File: config.mk
export PLATFORM = sky130hd
export DESIGN_NAME = pwm_comp_channel
export DESIGN_NICKNAME = d
export VERILOG_FILES = /design/src/rtl/pwm_comp_pkg.sv /design/src/rtl/pwm_seg_counter.sv /design/src/rtl/pwm_level_shaper.sv /design/src/rtl/pwm_done_status.sv /design/src/rtl/pwm_comp_channel.sv
export SDC_FILE = /design/constraint.sdc
export NUM_CORES = 1
export LEC_CHECK = 0
export BUFFER_PORTS_ARGS = -buffer_cell sky130_fd_sc_hd__buf_2
export CORE_ASPECT_RATIO = 0.7
export CORE_MARGIN = 2
export CORE_UTILIZATION = 42
export CTS_CLUSTER_SIZE = 24
export DETAILED_ROUTE_END_ITERATION = 10
export PLACE_DENSITY = 0.75
export SYNTH_ARGS = -nofsm -noshare
export SYNTH_HDL_FRONTEND = slang
export SYNTH_SLANG_ARGS = --single-unit
File: constraint.sdc
create_clock -name clk -period 3.31 [get_ports clk]
set_input_delay 0.1655 -clock clk [delete_from_list [all_inputs] [get_ports clk]]
set_output_delay 0.1655 -clock clk [all_outputs]
set_load 0.005 [all_outputs]
File: src/rtl/pwm_comp_pkg.sv
`timescale 1ns/1ps
// Package: shared types for the complementary PWM channel.
// Assumes: consumers pick their own counter width by parameter.
package pwm_comp_pkg;

    // Default counter width of the channel.
    localparam int unsigned PWM_DEF_CNT_W = 16;

    // Output shaping controls, grouped so they travel together.
    typedef struct packed {
        logic first_low;   // swap count/remaining levels
        logic inv_main;    // invert main output
        logic inv_comp;    // invert complementary output
    } pwm_out_ctl_t;

endpackage

File: src/rtl/pwm_seg_counter.sv
`timescale 1ns/1ps
// Module: pwm_seg_counter
// Tracks the position inside a frame and keeps the shadow copies of the
// compare and period lengths. The shadows load while the channel is
// disabled and on the tick that closes a frame.
// Assumes: tick_en is a one-cycle enable from an external prescaler.
module pwm_seg_counter #(
    parameter int unsigned CNT_W = 16
) (
    input  logic             clk,
    input  logic             rst_n,
    input  logic             chan_en,
    input  logic             tick_en,
    input  logic [CNT_W-1:0] cmp_in,
    input  logic [CNT_W-1:0] max_in,
    output logic [CNT_W-1:0] pos_q,
    output logic [CNT_W-1:0] cmp_sh,
    output logic [CNT_W-1:0] max_sh,
    output logic             frame_end
);
    localparam int unsigned EXT_W = CNT_W + 1;

    logic [EXT_W-1:0] pos_inc;
    logic             last_slot;

    // Purpose: detect the final tick slot of the latched frame.
    always_comb begin
        pos_inc   = {1'b0, pos_q} + EXT_W'(1);
        last_slot = (pos_inc >= {1'b0, max_sh});
        frame_end = chan_en && tick_en && last_slot;
    end

    // Purpose: advance the position and reload the shadows at frame ends.
    always_ff @(posedge clk) begin
        if (!rst_n) begin
            pos_q  <= '0;
            cmp_sh <= '0;
            max_sh <= '0;
        end else if (!chan_en) begin
            pos_q  <= '0;
            cmp_sh <= cmp_in;
            max_sh <= max_in;
        end else if (tick_en) begin
            if (last_slot) begin
                pos_q  <= '0;
                cmp_sh <= cmp_in;
                max_sh <= max_in;
            end else begin
                pos_q  <= pos_inc[CNT_W-1:0];
            end
        end
    end

    // a running channel never sits past the end of its frame.
    a_r1_pos_in_frame: assert property (@(posedge clk) disable iff (!rst_n)
        (chan_en && max_sh != '0) |-> (pos_q < max_sh));

    // a disabled channel parks its position at zero.
    a_r8_idle_zero: assert property (@(posedge clk) disable iff (!rst_n)
        !chan_en |=> (pos_q == '0));

    // shadows hold through a running frame.
    a_r6_shadow_hold: assert property (@(posedge clk) disable iff (!rst_n)
        (chan_en && !frame_end) |=> ($stable(cmp_sh) && $stable(max_sh)));

endmodule

File: src/rtl/pwm_level_shaper.sv
`timescale 1ns/1ps
// Module: pwm_level_shaper
// Turns the frame position into the main and complementary levels:
// count/remaining decision, then polarity swap, then per-output inversion.
// Assumes: pos and cmp come from the same latched frame.
module pwm_level_shaper
    import pwm_comp_pkg::*;
#(
    parameter int unsigned CNT_W = 16
) (
    input  logic             chan_en,
    input  logic [CNT_W-1:0] pos,
    input  logic [CNT_W-1:0] cmp_len,
    input  pwm_out_ctl_t     ctl,
    output logic             lvl_main,
    output logic             lvl_comp
);
    logic in_count;
    logic base_lvl;

    // Purpose: derive both output levels from position and controls.
    always_comb begin
        in_count = chan_en && (pos < cmp_len);
        base_lvl = in_count ^ ctl.first_low;
        lvl_main = base_lvl ^ ctl.inv_main;
        lvl_comp = ~base_lvl ^ ctl.inv_comp;
    end

    // outputs are complementary once their inversions are removed.
    always_comb begin
        a_r3_complement: assert ((lvl_main ^ ctl.inv_main) != (lvl_comp ^ ctl.inv_comp));
    end

endmodule

File: src/rtl/pwm_done_status.sv
`timescale 1ns/1ps
// Module: pwm_done_status
// Sticky frame-done flag with write-one clear. A set event takes
// priority over a clear in the same cycle.
// Assumes: frame_end is a single-cycle pulse.
module pwm_done_status (
    input  logic clk,
    input  logic rst_n,
    input  logic frame_end,
    input  logic clr,
    input  logic mask,
    output logic flag_q,
    output logic irq
);
    // Purpose: set on frame end, clear on write-one, set wins.
    always_ff @(posedge clk) begin
        if (!rst_n) begin
            flag_q <= 1'b0;
        end else if (frame_end) begin
            flag_q <= 1'b1;
        end else if (clr) begin
            flag_q <= 1'b0;
        end
    end

    // Purpose: gate the flag onto the interrupt line.
    always_comb irq = flag_q && mask;

    // a frame end always leaves the flag set.
    a_r10_event_wins: assert property (@(posedge clk) disable iff (!rst_n)
        frame_end |=> flag_q);

    // a lone clear drops the flag.
    a_r9_clear: assert property (@(posedge clk) disable iff (!rst_n)
        (clr && !frame_end) |=> !flag_q);

endmodule

File: src/rtl/pwm_comp_channel.sv
`timescale 1ns/1ps
// Module: pwm_comp_channel (top)
// One PWM channel with a main and a complementary output, first-level
// polarity, separate output inversion and a sticky frame-done flag.
// Assumes: tick_en comes from an external prescaler in the clk domain.
module pwm_comp_channel
    import pwm_comp_pkg::*;
#(
    parameter int unsigned CNT_W = PWM_DEF_CNT_W
) (
    input  logic             clk,
    input  logic             rst_n,
    input  logic             tick_en,
    input  logic             chan_en,
    input  logic [CNT_W-1:0] cmp_len,
    input  logic [CNT_W-1:0] max_len,
    input  logic             first_low,
    input  logic             inv_main,
    input  logic             inv_comp,
    input  logic             done_clr,
    input  logic             done_mask,
    output logic             pwm_main,
    output logic             pwm_comp,
    output logic [CNT_W-1:0] frame_pos,
    output logic             done_flag,
    output logic             done_irq
);
    logic [CNT_W-1:0] cmp_sh;
    logic [CNT_W-1:0] max_sh;
    logic             frame_end;
    pwm_out_ctl_t     ctl;

    // Purpose: bundle the shaping controls.
    always_comb begin
        ctl.first_low = first_low;
        ctl.inv_main  = inv_main;
        ctl.inv_comp  = inv_comp;
    end

    pwm_seg_counter #(.CNT_W(CNT_W)) u_counter (
        .clk       (clk),
        .rst_n     (rst_n),
        .chan_en   (chan_en),
        .tick_en   (tick_en),
        .cmp_in    (cmp_len),
        .max_in    (max_len),
        .pos_q     (frame_pos),
        .cmp_sh    (cmp_sh),
        .max_sh    (max_sh),
        .frame_end (frame_end)
    );

    pwm_level_shaper #(.CNT_W(CNT_W)) u_shaper (
        .chan_en  (chan_en),
        .pos      (frame_pos),
        .cmp_len  (cmp_sh),
        .ctl      (ctl),
        .lvl_main (pwm_main),
        .lvl_comp (pwm_comp)
    );

    pwm_done_status u_status (
        .clk       (clk),
        .rst_n     (rst_n),
        .frame_end (frame_end),
        .clr       (done_clr),
        .mask      (done_mask),
        .flag_q    (done_flag),
        .irq       (done_irq)
    );

endmodule

Word-level counts from Yosys, hierarchy flattened:

Index checks and enable logic that the tools add are counted.

* flip-flop bits (word level): 49
* word-level logic and storage cells: 29

* add/sub/neg operators: 1
* order comparisons: 2
* equal/unequal tests: 2
* mux-type cells: 9
* bitwise gates (word level): 4
* reduce and logical (&&, ||, !) cells: 7

Operators with widths (count)
* 16-bit two-way mux: 7
* 16-bit by 1-bit adder with 17-bit output, second input constant: 1
* 17-bit by 16-bit >= comparator with 1-bit output: 1
* 16-bit < comparator: 1
* 1-bit logical AND: 4
* 2-bit AND reduction: 2
* 1-bit XOR: 3
* 1-bit two-way mux: 2
* 2-bit by 1-bit != test with 1-bit output, second input constant: 1
* 2-bit != test, second input constant: 1
* 2-bit nonzero test: 1
* 1-bit NOT: 1

Longest topological paths before layout:

* depth in word-level cells: 5
* mapped depth: 13
* mapped depth without buffers: 12

Hierarchy:

From an unflattened synthesis, not the netlist that was laid out.

* cells, all modules: 393
* area, all modules: 3303.2 µm²

By module, submodules not included
* pwm_seg_counter: instances 1, cells each 329, area each 2778.9 µm², sequential area each 960.9 µm²
* pwm_level_shaper: instances 1, cells each 60, area each 475.5 µm², sequential area each 0.0 µm²
* pwm_done_status: instances 1, cells each 4, area each 48.8 µm², sequential area each 20.0 µm²

Least setup slack after synthesis:

No wires, ideal clock.

* kind: reg2reg
* start point: register u_counter.pos_q[2]
* end point: register u_counter.cmp_sh[10]
* setup time: 72 ps
* arrival time: 3052 ps
* data required time: 3238 ps
* slack: 187 ps
* cell stages (with the launch flop): 14
* buffers on the path: 1
* period minus slack after synthesis: 3123 ps
* cells stage by stage: dfxtp_1 > and3_1 > nand3_1 > nor3_1 > nand2_1 > xnor2_1 > ha_1 > nand4_1 > o221ai_1 > a21oi_1 > o22ai_1 > a311oi_4 > buf_8 > mux2i_1

* longest elaborated chain between the ends: 4

Ends and longest elaborated chain
* start, declared: RTL line pwm_seg_counter.sv:16 `output logic [CNT_W-1:0] pos_q,`
* start signal, assigned: RTL line pwm_seg_counter.sv:49 `pos_q <= pos_inc[CNT_W-1:0];`
* 16-bit by 1-bit adder with 17-bit output: RTL line pwm_seg_counter.sv:28 `pos_inc = {1'b0, pos_q} + EXT_W'(1);`
* 17-bit by 16-bit >= comparator with 1-bit output: RTL line pwm_seg_counter.sv:29 `last_slot = (pos_inc >= {1'b0, max_sh});`
* 2-bit by 1-bit != test with 1-bit output (no source line)
* 2-bit AND reduction (no source line)
* end signal, assigned: RTL line pwm_seg_counter.sv:41 `cmp_sh <= cmp_in;`
* end signal, assigned: RTL line pwm_seg_counter.sv:46 `cmp_sh <= cmp_in;`
* end, declared: RTL line pwm_seg_counter.sv:17 `output logic [CNT_W-1:0] cmp_sh,`

No other way between the ends.
A chain may end at the register's enable or synchronous reset.

Final worst setup path:

* start point: register u_counter.pos_q[0]
* end point: register u_counter.cmp_sh[12]

The elaborated chain is that of the path after synthesis.

==> metrics.cfg <==
[cells_and_area]
layout_commonest_cell=nand2_1
layout_common_cells=nand2_1, buf_2, dfxtp_1
num-nets-final=521
fin_cells=547
area_delta_synth_final_pct=21.5
final_layout_size_suffix_gt1_share_pct=24.5
diodes=0

[route]
vias=2809
routed_wl_mm=7.69
dr.pass1.iters=4
vias_per_cell=5.14
wire_per_inst_um=14.1
first_iter_violations=164
postRouteAntennaNets=0
drc=0

[setup_path]
worstPathArrival_ns=3.51
regToRegSetupSlack_ns=0.03
start_kind=register
worstPathRequired_ns=3.54
criticalPathCategory=reg2reg
worstPathMaxFanout=7
end_kind=register

[sta]
setup_ws_ns=0.0274
min_period_over_period_pct=99.2
min_period_ns=3.28
tightest_slew_ns=0.944
maxSlewViolCount=0
setup_viol=0
max_freq_ghz=0.305
fin_skew_ns=0.0144
whs_ns=0.0831
max_slew_margin_pct=36.8
hold_viol_final=0

[cts]
clkLatencyLatePin_ns=0.31
h-tree-depth=2
cts-root-buf=clkbuf_8
cts_tree=yes
cts_max_path_buffers=2
clkTransAtPathRegs_ns=0.10
cts_sinks=49
cts_buffers=5

[yosys]
async_flop_share_pct=0
synth-edff-count=0
yosys.area.top_type=dfxtp_1
syn-num-nets=445
syn-cell-area_mm2=0.00311
synth-seq-area-share_pct=31.5
synth.area.top_cells=dfxtp_1, ha_1, nand2_1
synth_top_area_share_pct=31.5
syn_area_per_cell_um2=8.36
synth_flop_cell=dfxtp_1
synthCells=372
ys_warn_count=0
ys_ff_latch=49
synth_cell_type_count=42

[power_and_ir_drop]
ir_drop_uv=185
seq_power_share_pct=51.7
power.total_uw=1230
leakage_uw=0.00182
comb_power_share_pct=19.7
p_per_area_mw_per_mm2=325
switching_share_pct=28.8
p_int_uw=876
netSwitchingPower_uw=354
clockPowerShare_pct=28.6

[global_route]
antenna_found_initial=0
grt_pass1_wl_mm=12.4
grt-ovfl-total=0
grt_max_degree=67
track_usage_pct=18.8
grt_pass1_vias=2744

[place]
routabilityCongestion=0.864
numPlacedInstances=533
io_buffer_count=60
pre_cts_ws_ns=-0.0663
dp_hpwl_mm=5.79

[outcome]
outcome=complete, no violations

[floorplan]
placeableCoreArea_mm2=0.00722
dieHeight_um=76.0
dieWidth_um=107
row_count=26
pin_count=61
die-area_mm2=0.00812
start_util_pct=43.1

[flow_run]
max_cap_viol_count=0

[worst_hold_path]
min_path_type=in2reg

-- cells in the mapped netlist, drive strengths merged (8+ instances only) --
| master | n |
|---|---|
| nand2 | 98 |
| dfxtp | 49 |
| inv | 38 |
| ha | 32 |
| mux2i | 32 |
| xnor2 | 13 |
| clkbuf | 12 |
| o211ai | 11 |
| nand3 | 9 |
| a21oi | 8 |
| o21ai | 8 |
-- sequential cells by signal, indices dropped and copies added, names as in the netlist --
signal and cells:
u_status.flag_q 1, u_counter.cmp_sh 16, u_counter.pos_q 16, u_counter.max_sh 16
-- routing by layer --
layer  part of all wire [%]  global-route usage, %
met1                     48                   25.9
met2                     44                   29.7
met3                    6.7                   5.05
met4                    1.0                   3.51
met5                      0                      0
-- metrics by stage --
step                setup TNS [ns]  area (um2)  util (%)
floorplan                        0        3110         -
global placement                 0        3580      49.5
detailed placement          -0.892        3580      49.5
CTS                              0        3670      50.8
global route                 -2.42        3780      52.3
finish                           0        3780      52.3
-- power by group through the flow --
| stage | clock network (uW) | logic [uW] | registers, uW |
|---|---|---|---|
| after floorplan | 0 | 159 | 645 |
| after global placement | 0 | 212 | 648 |
| after detailed placement | 0 | 218 | 650 |
| after CTS | 357 | 222 | 636 |
| after global routing | 387 | 268 | 639 |
| final | 352 | 242 | 635 |
-- final timing paths --
kind                                     startpoint                                 to  cells after the start
hold reg to reg   u_counter.cmp_sh[14]$_SDFFE_PN0P_  u_counter.cmp_sh[14]$_SDFFE_PN0P_                      2
hold / removal                           max_len[7]   u_counter.max_sh[7]$_SDFFE_PN0P_                      3
setup / recovery    u_counter.pos_q[0]$_SDFFE_PN0P_  u_counter.cmp_sh[12]$_SDFFE_PN0P_                     14
setup reg to reg    u_counter.pos_q[0]$_SDFFE_PN0P_  u_counter.cmp_sh[12]$_SDFFE_PN0P_                     14
-- timing repair --
item                       4_1_cts  5_1_grt
setup buffers                    0        4
pin swaps                        0        5
cloned                           0        2
gates resized for setup          4       19
hold buffers                     0        0
setup endpoints to repair       32       46
-- cell families after synthesis --
| kind of cell | synth area share, % |
|---|---|
| multiplexers | 10.3 |
| adder cells (fa/ha/maj) | 12.9 |
| XOR/XNOR | 5.63 |
| flip-flops | 31.5 |
| AO/OA/AOI/OAI | 11.3 |
| AND/OR/NAND/NOR | 20.8 |
| buffers and inverters | 7.48 |
-- worst max-delay path: stages, from the launching register on --
cell and delay (ns):
dfxtp_4 0.42, ha_4 0.17, nand2_1 0.10, nor4_4 0.37, nand3_1 0.15, xnor2_1 0.17, ha_1 0.32, nand4_1 0.16
o221ai_1 0.19, a21oi_2 0.21, o22ai_2 0.14, a311oi_4 0.27, buf_4 0.18, buf_4 0.17, mux2i_1 0.19
-- final cells by class --
cell class	instances	area (um2)
flip-flops and latches	49	990
clock buffers	6	72.6
well taps	98	123
inverters	38	143
clock inverters	2	10.0
multi-input cells	270	1950
fillers	692	3440
repair buffers	84	495
Note: power is estimated with default switching activity, not from simulation.
